==> src/rtl/psram_ctrl_pkg.sv <==
package psram_ctrl_pkg;

  typedef enum logic [2:0] {
    ST_IDLE   = 3'd0,
    ST_READ   = 3'd1,
    ST_WPULSE = 3'd2,
    ST_WEND   = 3'd3,
    ST_REL    = 3'd4
  } psram_st_e;

  // nanoseconds to clock cycles, rounded up (nonzero gives at least one)
  function automatic int unsigned ns_to_cyc(input int unsigned t_ns,
                                            input int unsigned clk_ns);
    if (t_ns == 0) return 0;
    return (t_ns + clk_ns - 1) / clk_ns;
  endfunction

  function automatic int unsigned umax(input int unsigned a, input int unsigned b);
    return (a > b) ? a : b;
  endfunction

endpackage

==> src/rtl/psram_cyc_timer.sv <==
module psram_cyc_timer #(
  parameter int unsigned CW = 4
) (
  input  logic          clk,
  input  logic          rst_n,
  input  logic          load,
  input  logic [CW-1:0] load_val,
  output logic          done
);

  logic [CW-1:0] cnt_q, cnt_d;
  logic          cnt_en;

  always_comb begin
    cnt_en = load || (cnt_q != '0);
    cnt_d  = load ? load_val : (cnt_q - 1'b1);
  end

  always_ff @(posedge clk or negedge rst_n) begin
    if (!rst_n)      cnt_q <= '0;
    else if (cnt_en) cnt_q <= cnt_d;
  end

  assign done = (cnt_q == '0);

endmodule

==> src/rtl/psram_seq.sv <==
module psram_seq
  import psram_ctrl_pkg::*;
#(
  parameter int unsigned N_RD  = 7,
  parameter int unsigned N_WP  = 6,
  parameter int unsigned N_WE  = 1,
  parameter int unsigned N_REL = 3,
  parameter int unsigned CW    = 3
) (
  input  logic      clk,
  input  logic      rst_n,
  input  logic      req_valid,
  input  logic      req_write,
  input  logic [1:0] req_be,
  output logic      req_ready,
  output logic      start,
  output logic      cap_en,
  output psram_st_e st_d
);

  psram_st_e     st_q;
  logic          tmr_load;
  logic [CW-1:0] tmr_val;
  logic          tmr_done;
  logic          accept;

  psram_cyc_timer #(.CW(CW)) u_tmr (
    .clk      (clk),
    .rst_n    (rst_n),
    .load     (tmr_load),
    .load_val (tmr_val),
    .done     (tmr_done)
  );

  assign req_ready = (st_q == ST_IDLE);
  assign accept    = req_valid && req_ready;
  assign start     = accept && (req_be != 2'b00);
  assign cap_en    = (st_q == ST_READ) && tmr_done;

  always_comb begin
    st_d     = st_q;
    tmr_load = 1'b0;
    tmr_val  = '0;
    case (st_q)
      ST_IDLE: if (start) begin
        tmr_load = 1'b1;
        if (req_write) begin
          st_d    = ST_WPULSE;
          tmr_val = CW'(N_WP - 1);
        end else begin
          st_d    = ST_READ;
          tmr_val = CW'(N_RD - 1);
        end
      end
      ST_READ: if (tmr_done) begin
        st_d     = ST_REL;
        tmr_load = 1'b1;
        tmr_val  = CW'(N_REL - 1);
      end
      ST_WPULSE: if (tmr_done) begin
        st_d     = ST_WEND;
        tmr_load = 1'b1;
        tmr_val  = CW'(N_WE - 1);
      end
      ST_WEND: if (tmr_done) st_d = ST_IDLE;
      ST_REL:  if (tmr_done) st_d = ST_IDLE;
      default: st_d = ST_IDLE;
    endcase
  end

  always_ff @(posedge clk or negedge rst_n) begin
    if (!rst_n) st_q <= ST_IDLE;
    else        st_q <= st_d;
  end

  AST_NOOP_KEEPS_READY: assert property (@(posedge clk) disable iff (!rst_n)
    (req_valid && req_ready && req_be == 2'b00) |=> req_ready);

endmodule

==> src/rtl/psram_pin_reg.sv <==
module psram_pin_reg
  import psram_ctrl_pkg::*;
#(
  parameter int unsigned AW    = 17,
  parameter int unsigned LANES = 2
) (
  input  logic               clk,
  input  logic               rst_n,
  input  psram_st_e          st_d,
  input  logic               start,
  input  logic               cap_en,
  input  logic [AW-1:0]      req_addr,
  input  logic [LANES*8-1:0] req_wdata,
  input  logic [LANES-1:0]   req_be,
  input  logic [LANES*8-1:0] mem_dq_in,
  output logic [AW-1:0]      mem_addr,
  output logic               mem_ce_n,
  output logic               mem_ce2,
  output logic               mem_we_n,
  output logic               mem_oe_n,
  output logic [LANES-1:0]   lane_en_n,
  output logic [LANES*8-1:0] mem_dq_out,
  output logic               mem_dq_oe,
  output logic               rsp_valid,
  output logic [LANES*8-1:0] rsp_rdata
);

  logic [AW-1:0]      addr_q;
  logic [LANES*8-1:0] wdata_q;
  logic [LANES-1:0]   be_q, be_d;
  logic               active_d, oe_n_d, we_n_d, dq_oe_d;
  logic               ce_n_q, ce2_q, oe_n_q, we_n_q, dq_oe_q, rsp_q;

  always_comb begin
    active_d = (st_d == ST_READ) || (st_d == ST_WPULSE) || (st_d == ST_WEND);
    oe_n_d   = (st_d != ST_READ);
    we_n_d   = (st_d != ST_WPULSE);
    dq_oe_d  = (st_d == ST_WPULSE) || (st_d == ST_WEND);
    be_d     = start ? req_be : be_q;
  end

  always_ff @(posedge clk or negedge rst_n) begin
    if (!rst_n) begin
      addr_q  <= '0;
      wdata_q <= '0;
      be_q    <= '0;
    end else if (start) begin
      addr_q  <= req_addr;
      wdata_q <= req_wdata;
      be_q    <= req_be;
    end
  end

  always_ff @(posedge clk or negedge rst_n) begin
    if (!rst_n) begin
      ce_n_q  <= 1'b1;
      ce2_q   <= 1'b0;
      oe_n_q  <= 1'b1;
      we_n_q  <= 1'b1;
      dq_oe_q <= 1'b0;
      rsp_q   <= 1'b0;
    end else begin
      ce_n_q  <= !active_d;
      ce2_q   <= active_d;
      oe_n_q  <= oe_n_d;
      we_n_q  <= we_n_d;
      dq_oe_q <= dq_oe_d;
      rsp_q   <= cap_en;
    end
  end

  for (genvar g = 0; g < LANES; g++) begin : g_lane
    logic       en_n_q;
    logic [7:0] rd_q;

    always_ff @(posedge clk or negedge rst_n) begin
      if (!rst_n) en_n_q <= 1'b1;
      else        en_n_q <= !(active_d && be_d[g]);
    end

    always_ff @(posedge clk or negedge rst_n) begin
      if (!rst_n)      rd_q <= '0;
      else if (cap_en) rd_q <= be_q[g] ? mem_dq_in[g*8 +: 8] : 8'h00;
    end

    assign lane_en_n[g]        = en_n_q;
    assign rsp_rdata[g*8 +: 8] = rd_q;
  end

  assign mem_addr   = addr_q;
  assign mem_ce_n   = ce_n_q;
  assign mem_ce2    = ce2_q;
  assign mem_oe_n   = oe_n_q;
  assign mem_we_n   = we_n_q;
  assign mem_dq_out = wdata_q;
  assign mem_dq_oe  = dq_oe_q;
  assign rsp_valid  = rsp_q;

  AST_NO_BUS_FIGHT: assert property (@(posedge clk) disable iff (!rst_n)
    !(mem_dq_oe && !mem_oe_n));
  AST_ADDR_FROZEN: assert property (@(posedge clk) disable iff (!rst_n)
    (!mem_oe_n && !$past(mem_oe_n)) |-> $stable(mem_addr));
  AST_RSP_ONE_CYCLE: assert property (@(posedge clk) disable iff (!rst_n)
    rsp_valid |=> !rsp_valid);
  AST_READ_STROBES: assert property (@(posedge clk) disable iff (!rst_n)
    !mem_oe_n |-> (!mem_ce_n && mem_ce2 && mem_we_n));

endmodule

==> src/rtl/psram_lane_ctrl.sv <==
module psram_lane_ctrl
  import psram_ctrl_pkg::*;
#(
  parameter int unsigned ADDR_W   = 17,
  parameter int unsigned CLK_NS   = 10,
  parameter int unsigned T_RC_NS  = 70,
  parameter int unsigned T_AA_NS  = 70,
  parameter int unsigned T_ACE_NS = 70,
  parameter int unsigned T_DOE_NS = 35,
  parameter int unsigned T_WC_NS  = 70,
  parameter int unsigned T_PWE_NS = 45,
  parameter int unsigned T_SD_NS  = 45,
  parameter int unsigned T_SCE_NS = 60,
  parameter int unsigned T_AW_NS  = 60,
  parameter int unsigned T_BW_NS  = 60,
  parameter int unsigned T_HZ_NS  = 25
) (
  input  logic              clk,
  input  logic              rst_n,
  input  logic              req_valid,
  output logic              req_ready,
  input  logic [ADDR_W-1:0] req_addr,
  input  logic              req_write,
  input  logic [15:0]       req_wdata,
  input  logic [1:0]        req_be,
  output logic              rsp_valid,
  output logic [15:0]       rsp_rdata,
  output logic [ADDR_W-1:0] mem_addr,
  output logic              mem_ce_n,
  output logic              mem_ce2,
  output logic              mem_we_n,
  output logic              mem_oe_n,
  output logic              mem_bhe_n,
  output logic              mem_ble_n,
  output logic [15:0]       mem_dq_out,
  output logic              mem_dq_oe,
  input  logic [15:0]       mem_dq_in
);

  localparam int unsigned LANES   = 2;
  localparam int unsigned N_ACC   = umax(umax(ns_to_cyc(T_AA_NS, CLK_NS), ns_to_cyc(T_ACE_NS, CLK_NS)),
                                         ns_to_cyc(T_DOE_NS, CLK_NS));
  localparam int unsigned N_RD    = umax(umax(N_ACC, ns_to_cyc(T_RC_NS, CLK_NS)), 1);
  localparam int unsigned N_PWIDE = umax(ns_to_cyc(T_PWE_NS, CLK_NS), ns_to_cyc(T_SD_NS, CLK_NS));
  localparam int unsigned N_SETUP = umax(umax(ns_to_cyc(T_SCE_NS, CLK_NS), ns_to_cyc(T_AW_NS, CLK_NS)),
                                         ns_to_cyc(T_BW_NS, CLK_NS));
  localparam int unsigned N_WP    = umax(umax(N_PWIDE, N_SETUP), 1);
  localparam int unsigned N_WCYC  = ns_to_cyc(T_WC_NS, CLK_NS);
  localparam int unsigned N_WE    = (N_WCYC > N_WP + 1) ? (N_WCYC - N_WP) : 1;
  localparam int unsigned N_OFF   = ns_to_cyc(T_HZ_NS, CLK_NS);
  localparam int unsigned N_REL   = umax(N_OFF, 1);
  localparam int unsigned N_MAX   = umax(umax(N_RD, N_WP), umax(N_WE, N_REL));
  localparam int unsigned CW      = $clog2(N_MAX + 1);
  localparam int unsigned GW      = $clog2(N_MAX + 2) + 1;

  // reset: asserts at once, releases on the clock
  logic rst_meta_q, rst_sync_q;
  always_ff @(posedge clk or negedge rst_n) begin
    if (!rst_n) begin
      rst_meta_q <= 1'b0;
      rst_sync_q <= 1'b0;
    end else begin
      rst_meta_q <= 1'b1;
      rst_sync_q <= rst_meta_q;
    end
  end

  psram_st_e        st_d;
  logic             start, cap_en;
  logic [LANES-1:0] lane_en_n;

  psram_seq #(
    .N_RD  (N_RD),
    .N_WP  (N_WP),
    .N_WE  (N_WE),
    .N_REL (N_REL),
    .CW    (CW)
  ) u_seq (
    .clk       (clk),
    .rst_n     (rst_sync_q),
    .req_valid (req_valid),
    .req_write (req_write),
    .req_be    (req_be),
    .req_ready (req_ready),
    .start     (start),
    .cap_en    (cap_en),
    .st_d      (st_d)
  );

  psram_pin_reg #(
    .AW    (ADDR_W),
    .LANES (LANES)
  ) u_pins (
    .clk        (clk),
    .rst_n      (rst_sync_q),
    .st_d       (st_d),
    .start      (start),
    .cap_en     (cap_en),
    .req_addr   (req_addr),
    .req_wdata  (req_wdata),
    .req_be     (req_be),
    .mem_dq_in  (mem_dq_in),
    .mem_addr   (mem_addr),
    .mem_ce_n   (mem_ce_n),
    .mem_ce2    (mem_ce2),
    .mem_we_n   (mem_we_n),
    .mem_oe_n   (mem_oe_n),
    .lane_en_n  (lane_en_n),
    .mem_dq_out (mem_dq_out),
    .mem_dq_oe  (mem_dq_oe),
    .rsp_valid  (rsp_valid),
    .rsp_rdata  (rsp_rdata)
  );

  assign mem_ble_n = lane_en_n[0];
  assign mem_bhe_n = lane_en_n[1];

  // window counters used only by the checks below
  logic [GW-1:0] oe_gap_q, we_low_q;
  always_ff @(posedge clk or negedge rst_sync_q) begin
    if (!rst_sync_q)           oe_gap_q <= '1;
    else if (!mem_oe_n)        oe_gap_q <= '0;
    else if (oe_gap_q != '1)   oe_gap_q <= oe_gap_q + 1'b1;
  end
  always_ff @(posedge clk or negedge rst_sync_q) begin
    if (!rst_sync_q)           we_low_q <= '0;
    else if (mem_we_n)         we_low_q <= '0;
    else if (we_low_q != '1)   we_low_q <= we_low_q + 1'b1;
  end

  AST_IDLE_DESELECT: assert property (@(posedge clk) disable iff (!rst_sync_q)
    req_ready |-> (mem_ce_n && !mem_ce2 && mem_oe_n && mem_we_n && !mem_dq_oe));
  AST_BUS_TURNAROUND: assert property (@(posedge clk) disable iff (!rst_sync_q)
    $rose(mem_dq_oe) |-> (oe_gap_q >= GW'(N_OFF)));
  AST_WE_MIN_WIDTH: assert property (@(posedge clk) disable iff (!rst_sync_q)
    $rose(mem_we_n) |-> (we_low_q >= GW'(N_PWIDE)));
  AST_WE_ENDS_WRITE: assert property (@(posedge clk) disable iff (!rst_sync_q)
    $rose(mem_we_n) |-> (!mem_ce_n && mem_ce2 && mem_dq_oe && !(mem_ble_n && mem_bhe_n)));

endmodule

==> config.mk <==
export PLATFORM = sky130hd
export DESIGN_NAME = psram_lane_ctrl
export DESIGN_NICKNAME = d
export VERILOG_FILES = /design/src/rtl/psram_ctrl_pkg.sv /design/src/rtl/psram_cyc_timer.sv /design/src/rtl/psram_seq.sv /design/src/rtl/psram_pin_reg.sv /design/src/rtl/psram_lane_ctrl.sv
export SDC_FILE = /design/constraint.sdc
export NUM_CORES = 1
export LEC_CHECK = 0
export BUFFER_PORTS_ARGS = -buffer_cell sky130_fd_sc_hd__buf_2
export CORE_ASPECT_RATIO = 0.7
export CORE_UTILIZATION = 39
export DETAILED_ROUTE_END_ITERATION = 6
export PLACE_DENSITY_LB_ADDON = 0.3
export SLEW_MARGIN = 30
export SYNTH_ARGS = -nofsm -noshare
export SYNTH_HDL_FRONTEND = slang
export SYNTH_HIERARCHICAL = 1
export SYNTH_SLANG_ARGS = --single-unit
==> constraint.sdc <==
create_clock -name clk -period 2.2 [get_ports clk]
set_clock_uncertainty 0.1 [all_clocks]
set_input_delay 0.33 -clock clk [delete_from_list [all_inputs] [get_ports clk]]
set_output_delay 0.33 -clock clk [all_outputs]
set_load 0.01 [all_outputs]
# Word level (Yosys, flattened, before mapping)
# Cells that the tools add are included.
[op_classes]
div_mod_pow = 0
addsub = 1
n_lt_le_gt_ge = 0
n_mux = 17
reduce_logical = 18
shifts = 0
multipliers = 0
eq_ne = 9
bitwise_logic = 0
[op_table]
columns = ["op", "n"]
rows = [
  ["$mux 3", 6],
  ["$mux 8", 2],
  ["$eq 3x2->1 const B", 4],
  ["$pmux 3 s4", 1],
  ["$mux 2", 4],
  ["$eq 3x1->1 const B", 2],
  ["$logic_not 3->1", 2],
  ["$pmux 3 s2", 1],
  ["$logic_and 1x1->1", 5],
  ["$logic_or 1x1->1", 4],
  ["$reduce_or 2->1", 2],
  ["$eq 3x3->1 const B", 1],
  ["$logic_not 1->1", 3],
  ["$ne 3x1->1 const B", 1],
  ["$ne 3x2->1 const B", 1],
  ["$reduce_bool 3->1", 1],
  ["$sub 3x1->3 const B", 1],
  ["$mux 1", 2],
  ["$pmux 1 s2", 1],
  ["$reduce_bool 2->1", 1],
]
[totals]
ramBits = 0
memories = 0
input_bits = 55
register_bits = 67
output_inout_bits = 58
romBits = 0
latch_bits = 0

# Depth between registers and ports, before layout
# Gate-level depths: netlist of run 1.
[depth]
word_depth = 10
ltp_mapped = 9
depth_no_buf = 9

# Cells and area by module
# Netlist of run 1, hierarchy kept.
[by_module_without_submodules]
columns = ["mod", "area_each_um2", "cells_each", "seq_area_each_um2", "n_inst"]
rows = [
  ["psram_pin_reg", 2358.5, 161, 1482.7, 1],
  ["psram_seq", 214.0, 23, 75.1, 1],
  ["psram_cyc_timer", 200.2, 21, 75.1, 1],
  ["psram_lane_ctrl", 53.8, 3, 50.0, 1],
]

# Worst setup path after synthesis of run 1
# No wires, ideal clock.
[synth_path]
path_type = "flip-flop to flip-flop"
startpoint = "reg u_seq.u_tmr.cnt_q[0]"
endpoint = "reg u_seq.u_tmr.cnt_q[0]"
arrival_time_ns = 1.717
period_less_slack_ns = 1.921
path_stages_with_launch = 10
setup_time_ns = 0.104
setup_slack_ns = 0.279
path_cell_list = "dfrtp_1 > inv_1 > ha_1 > nand2b_1 > inv_1 > nor2b_1 > o21ai_0 > a22oi_1 > nor2b_1 > a221oi_1"
[synth_between]
elab_chain_len = 4
word_cells_on_any_way = 7
classes_between = "add/sub: 1; mux: 3; reduce/logical: 3"
[synth_lines]
columns = ["element", "line", "rtl"]
rows = [
  ["from (decl)", "psram_cyc_timer.sv:11", "logic [CW-1:0] cnt_q, cnt_d;"],
  ["from (signal assigned)", "psram_cyc_timer.sv:21", "else if (cnt_en) cnt_q <= cnt_d;"],
  ["$logic_not 3->1 (*)", "psram_cyc_timer.sv:24", "assign done = (cnt_q == '0);"],
  ["named net u_seq.tmr_done", "psram_seq.sv:24", "logic tmr_done;"],
  ["$mux 1 (*)", "psram_seq.sv:55, psram_seq.sv:60", ""],
  ["$pmux 1 s2 (*)", "psram_seq.sv:44", "case (st_q)"],
  ["named net u_seq.tmr_load", "psram_seq.sv:22", "logic tmr_load;"],
  ["$mux 3 or $logic_or 1x1->1 (tied branches)", "psram_cyc_timer.sv:16, psram_cyc_timer.sv:15", ""],
]
# Mark *: on every way through the listed nets, which the timed path passes. The rest lies on a longest branch.
# A chain may end at the register's enable or synchronous reset.

# Worst setup path after layout of run 1
# Same ends and word-level chain as after synthesis.

==> results of run 1 <==
## state kept, by name, summed over array words and instances, names as in the netlist, 2 cells and up
signal and flops:
u_pins/mem_addr 17, u_pins/mem_dq_out 16, u_seq/u_tmr/cnt_q 3, u_seq/st_q 3, u_pins/g_lane.rd_q 16, u_pins/g_lane.en_n_q 2, u_pins/be_q 2
## metrics by stage
step / cell area (sq um) / setup slack [ns] / TNS, ns / power, mW / instances
5_1_grt: 3730 / -0.00984 / -0.00984 / 5.82 / 426
6_report: 3730 / 0.116 / 0 / 5.47 / 426
3_3_place_gp: 3480 / 0.242 / 0 / 4.21 / 409
2_1_floorplan: 2830 / 0.105 / 0 / 3.54 / 208
3_5_place_dp: 3480 / 0.158 / 0 / 4.26 / 409
4_1_cts: 3730 / 0.127 / 0 / 5.54 / 426
## cell families after synthesis
family                     share of synthesized area
DFF                                            0.595
other                                        0.00133
muxes                                          0.183
buffers and inverters                         0.0753
and+or+nand+nor                               0.0766
AOI/OAI and AO/OA                             0.0593
adders and majority gates                    0.00885
## Yosys cell counts (all sizes together)
cell	instances
nor2b	5
buf	9
dfrtp	62
inv	25
a21oi	1
a221oi	1
conb	1
clkbuf	3
o211ai	1
nand2b	3
nor4b	2
a31oi	1
o22ai	1
a311oi	1
nor2	2
o21ai	17
nor3b	1
mux2	36
nand3	16
a32o	1
and3b	1
dfstp	5
nor3	1
o21bai	1
or3b	1
nand2	5
and2	1
o21ba	1
ha	2
a22oi	1
## repair_timing
item	in CTS	in global routing
setup endpoints to repair	0	1
hold endpoints to repair	2	0
setup buffers	0	0
resized for setup	0	1
hold buffers	1	0
## final cells by class
cell class                      instances  area [sq um]
Timing Repair Buffer                  120           661
Sequential cell                        67          1680
Tap cell                               94           118
Clock buffer                           10           128
Clock inverter                          6           113
Inverter                               25          93.8
Multi-Input combinational cell        104           933
Fill cell                             618          3150
## path summary, 6_finish.rpt
check | depth (start not counted) | to
min in group asynchronous | 0 | u_seq/u_tmr/cnt_q[2]
min reg2reg | 0 | u_seq/u_tmr/cnt_q[2]
min | 2 | u_pins/mem_addr[16]
max reg2reg | 10 | u_seq/u_tmr/cnt_q[0]
max | 10 | u_seq/u_tmr/cnt_q[0]
max in group asynchronous | 1 | u_pins/mem_addr[5]
## layout by cell type, fill, tap and decap left out, types with 2 or more instances in the layout
master | Yosys | routed
nor4b_1 | 2 | 2
bufinv_16 | 0 | 3
nor2b_1 | 5 | 4
inv_1 | 24 | 24
nand2b_1 | 3 | 3
dfstp_2 | 5 | 5
ha_1 | 2 | 2
buf_2 | 2 | 112
buf_12 | 3 | 3
buf_4 | 2 | 4
nor2_1 | 2 | 2
nand2_1 | 5 | 5
mux2_4 | 30 | 30
clkbuf_8 | 0 | 9
nand3_1 | 16 | 16
dfrtp_1 | 62 | 61
mux2_2 | 6 | 6
o21ai_0 | 17 | 17
## routing by layer
layer	track usage	vias up
met5	0	-
met4	0.0524	0
met3	0.0643	4
met2	0.227	80
met1	0.230	937
li1	-	936
## power breakdown
part | switching (mW) | internal [mW] | leakage [nW] | total (mW)
Clock | 0.476 | 0.757 | 0.121 | 1.23
Sequential | 0.340 | 1.79 | 0.812 | 2.13
Combinational | 0.949 | 1.15 | 0.950 | 2.10
Total | 1.76 | 3.70 | 1.88 | 5.47
## worst max-delay path, stage by stage, from the launching register on
cell and delay [ns]:
dfrtp_1 0.39, inv_1 0.08, ha_1 0.20, nand2b_1 0.12, inv_1 0.16, nor2b_2 0.19, o21ai_0 0.10, a22oi_1 0.17
buf_4 0.17, nor2b_1 0.05, a221oi_1 0.25
==> results by group, run 1 <==
Run status
  • Status: finished, final reports clean

Placement
  • Placer Congestion: approximately 0.76
  • Post-DP HPWL: 4100 um
  • PortBufs: about 110

Layout
  • Area Overhead vs Synth: 32.0%
  • Ant. Diodes: 0
  • Nets: ~380
  • Fraction of layout cells with a size suffix above 1: 0.548
  • Final Util: 0.542

Route
  • Initial DRC Count: 78
  • 1st-pass router iterations: 4
  • Detail Route Antenna Nets: 0
  • WL met3: about 370 um
  • Vias per Instance: approximately 4.6
  • Max Used Layer: met4
  • Total wire length: roughly 6000 um
  • Drc violations: 0
  • Via Count: 1957
  • Wire length per cell: 13.7 um
  • WL met1: approximately 3000 um
  • DR WL met2: 2460 um

Hold path
  • Min-Delay Path Class: primary input to register
  • Hold wc startpoint: req_addr[16]

Synthesis
  • Yosys top cell area share: 0.549
  • Synth unique cells: 35
  • Synth Instances: 208
  • #FFs+latches synth: between 60 and 70
  • Ranking of synthesized cells by area: dfrtp_1 55%, mux2_4 16%, dfstp_2 4.6%
  • Syn_nets: 265
  • Post-synth top area cell: dfrtp_1
  • Post-synthesis sequential area ratio: 0.595
  • Synthesized area: around 2800 sq um
  • Synthesis warning total: 6
  • Mean post-synth cell area: ~14 sq um

Global route
  • GRT Residual Overflow: 0
  • GRT Resource Usage Total: 0.163
  • First-pass GRT wire length: 9270 um
  • Antenna violations before repair: 0
  • Vias in the first global route: roughly 1.9k
  • Largest net degree at the start of global routing: 34

STA
  • Period utilization: 0.947
  • Max Fclk: between 400 and 500 MHz
  • Slew Viols, Final: 0
  • Count of final setup violators: 0
  • Post-route minimum period: 2.08 ns
  • Fin. Hold Viols: 0
  • Min Hold Slack: between 0.1 and 0.15 ns

CTS
  • Clock Path Buffers: 2
  • Skew-Pair Late Insertion Delay: ~0.34 ns
  • H-tree levels: 3
  • Num Clock Sinks: 67
  • CTS Root Cell: clkbuf_8
  • CTS Buf Count: 9
  • Clock transition at the registers of the reported paths: around 0.080 ns
  • CTS tree: yes

Floorplan
  • Initial Utilization: 0.411
  • Die area: about 7600 sq um
  • IO Count: about 110
  • Core area: 6880 sq um
  • FP Rows: 25
  • Die Span Y: roughly 73 um
  • Chip Width: around 100 um

Critical path
  • Critical path startpoint category: register
  • R2R setup slack: approximately 0.12 ns
  • Data arrival, critical path: around 2.2 ns
  • RR Startpoint: u_seq/u_tmr/cnt_q[0]
  • Worst-path fanout max: 7
  • Crit path capture type: register
  • Setup CP Type: register to register
  • CP required: around 2.3 ns
  • Critical path origin: u_seq/u_tmr/cnt_q[0]

Pwr
  • Power Dens Cells: between 1000 and 1500 nW/um^2
  • Lkg Pwr: approximately 1.9 nW
  • Peak supply drop: 0.718 mV

Run
  • Max Cap Viol: 0
Power figures use the tool's default switching activity.
==> run 2: changes to the inputs <==
- CTS_CLUSTER_SIZE: unset -> 10
- PLACE_DENSITY: unset -> 0.67
- PLACE_DENSITY_LB_ADDON: 0.3 -> unset
- clock period: 2.2 -> 2.64 ns (I/O delays scaled with it)
==> run 2 against run 1 <==
Net effect:
- total power shrank 21%
- critical path type unchanged
- combinational power shrank 20%
- largest cell class unchanged
- register-to-register slack gained 0.32 ns
- sequential cell count is the same
- largest power group unchanged
==> results by group, run 2 (same netlist as run 1, synthesis figures left out) <==
Run status
  • Status: finished, final reports clean

Hold path
  • Hold Path End: u_pins/mem_addr[9]
  • Hold path cells: 2 (unchanged)
  • Min-Delay Path Class: primary input to register
  • Hold wc startpoint: req_addr[9]

STA
  • Post-route minimum period: 2.21 ns (+0.122 ns)
  • Setup TNS Final: 0 ns (unchanged)
  • Min Hold Slack: 0.194 ns (+0.0789 ns)
  • Slew HR: 0.475
  • Fin. Hold Viols: 0 (unchanged)
  • Count of final setup violators: 0 (unchanged)
  • RSZ-0062 raised after global routing: no
  • Least-Margin Pin Slew: 0.787 ns
  • Slew Viols, Final: 0 (unchanged)
  • Max Fclk: 453 MHz (-5.5%)
  • Period utilization: 0.836 (-0.112)

Layout
  • Most frequent cells in the layout: 112 x buf_2, 61 x dfrtp_1, 30 x mux2_4
  • Fraction of layout cells with a size suffix above 1: 0.537 (-0.0116)
  • Final Util: 0.531 (-0.0113)
  • Area Overhead vs Synth: 29.2%
  • Nets: 380 (-1.0%)
  • Max FFs per register: 17 (unchanged)
  • Ant. Diodes: 0 (unchanged)
  • Commonest non-fill, non-tap cell in the layout: buf_2

Placement
  • Post-DP HPWL: 4030 um (-1.6%)
  • Placer Congestion: 0.783 (+2.7%)
  • PortBufs: 112 (unchanged)

Critical path
  • CP required: 2.75 ns (+0.41 ns)
  • Critical path startpoint category: register
  • R2R setup slack: 0.43 ns (+0.32 ns)
  • RR Startpoint: u_seq/u_tmr/cnt_q[1]
  • Crit path capture type: register
  • Setup CP Type: register to register
  • Data arrival, critical path: 2.32 ns (+0.10 ns)
  • Worst-path fanout max: 7 (unchanged)
  • R2R cell count: 9 (-1)
  • R2R Path End: u_seq/u_tmr/cnt_q[0]

Route
  • Initial DRC Count: 70 (-10%)
  • Total wire length: 5580 um (-4.6%)
  • 1st-pass router iterations: 4 (unchanged)
  • Wire length per cell: 13.2 um (-3.7%)
  • Vias per Instance: 4.51 (-1.8%)
  • Drc violations: 0 (unchanged)
  • Detail Route Antenna Nets: 0 (unchanged)
  • Via Count: 1903 (-2.8%)

Pwr
  • Peak supply drop: 0.524 mV (-27%)
  • Lkg Pwr: 1.85 nW (-1.9%)
  • Tot Pwr: 4.32 mW (-21%)
  • Power Dens Cells: 1180 nW/um^2 (-19%)

Floorplan
  • IO Count: 113 (unchanged)
  • Initial Utilization: 0.411 (unchanged)
  • Core area: 6880 sq um (unchanged)
  • Die area: 7600 sq um (unchanged)
  • FP Rows: 25 (unchanged)
  • Chip Width: 104 um (unchanged)
  • Die Span Y: 73.2 um (unchanged)

Global route
  • Global-route met1 utilization: 0.228 (-0.00235)
  • GRT Resource Usage Total: 0.158 (-0.00409)
  • M3 GR Usage: 0.0652 (+0.000893)
  • GRT Residual Overflow: 0 (unchanged)
  • Antenna violations before repair: 0 (unchanged)
  • Largest net degree at the start of global routing: 36 (+5.9%)
  • Vias in the first global route: 1782 (-4.4%)
  • Met2 Usage GRT: 0.221 (-0.00597)
  • GRT busiest layer: met1
  • First-pass GRT wire length: 9090 um (-2.0%)

Run
  • Max Cap Viol: 0 (unchanged)

CTS
  • Skew-Pair Late Insertion Delay: 0.32 ns (-0.02 ns)
  • Clock Path Buffers: 2 (unchanged)
  • Num Clock Sinks: 67 (unchanged)
  • CTS tree: yes
  • CTS Root Cell: clkbuf_8
  • Clock transition at the registers of the reported paths: 0.07 ns (about the same)
  • CTS Buf Count: 9 (unchanged)
  • H-tree levels: 3 (unchanged)
[run 2: changes by cell type in the layout (fill, tap and decap cells not counted)]
cell       change
buf_4          -3
clkbuf_8       +3
bufinv_16      -2
buf_12         -1
clkbuf_1       +1
clkinv_4       -1
inv_6          -1
nor2b_1        +1
nor2b_2        -1
[run 2: worst max-delay path by stage]
| stage | from | endpoint | slack [ns] |
|---|---|---|---|
| final | u_seq/u_tmr/cnt_q[1] | u_seq/u_tmr/cnt_q[0] | 0.43 |
| after global routing | u_seq/u_tmr/cnt_q[1] | u_seq/u_tmr/cnt_q[0] | 0.14 |
| after CTS | u_seq/u_tmr/cnt_q[0] | u_seq/u_tmr/cnt_q[0] | 0.42 |
| after detailed placement | u_seq/u_tmr/cnt_q[0] | u_seq/u_tmr/cnt_q[1] | 0.42 |
| after global placement | u_seq/st_q[0] | u_pins/mem_dq_out[10] | 0.54 |
| after floorplan | rst_sync_q | u_pins/be_q[0] | 0.54 |
[run 2: what timing repair did]
item                                   4_1_cts  5_1_grt
resized for setup                            0        0
endpoints found under the hold margin        2        0
setup buffers                                0        0
hold buffers                                 1        0
[run 2: worst max-delay path: stages (launching register included)]
cell and delay, ns:
dfrtp_1 0.39, inv_1 0.08, ha_1 0.19, nand2b_1 0.10, inv_1 0.13, nor2b_1 0.21
o21ai_0 0.12, a22oi_1 0.41, nor2b_1 0.09, a221oi_1 0.29
[run 2: report_power, final]
part           internal [mW]  switching, mW  leakage (nW)  total [mW]
Clock                  0.513          0.348         0.107       0.862
Sequential              1.49          0.290         0.812        1.78
Combinational          0.913          0.764         0.928        1.68
Total                   2.92           1.40          1.85        4.32
[run 2: cell type report]
cell class              count  area (sq um)
inverters                  25          93.8
clock buffers              14           173
flip-flops and latches     67          1680
clock inverters             2          35.0
multi-input cells         104           931
fillers                   643          3230
repair buffers            116           618
well taps                  94           118
[run 2: layer usage]
| layer | vias to the layer above | wire (um) | part of all wire |
|---|---|---|---|
| li1 | 922 | - | - |
| met1 | 911 | 2710 | 0.49 |
| met2 | 68 | 2410 | 0.43 |
| met3 | 2 | 436 | 0.078 |
| met4 | 0 | 19 | 0.0034 |
| met5 | - | 0 | 0 |
[run 2: through the flow]
step	setup WS [ns]	instance area (sq um)	instances
2_1_floorplan	0.545	2830	208
3_3_place_gp	0.537	3430	405
3_5_place_dp	0.424	3430	405
4_1_cts	0.415	3650	422
5_1_grt	0.143	3650	422
6_report	0.434	3650	422
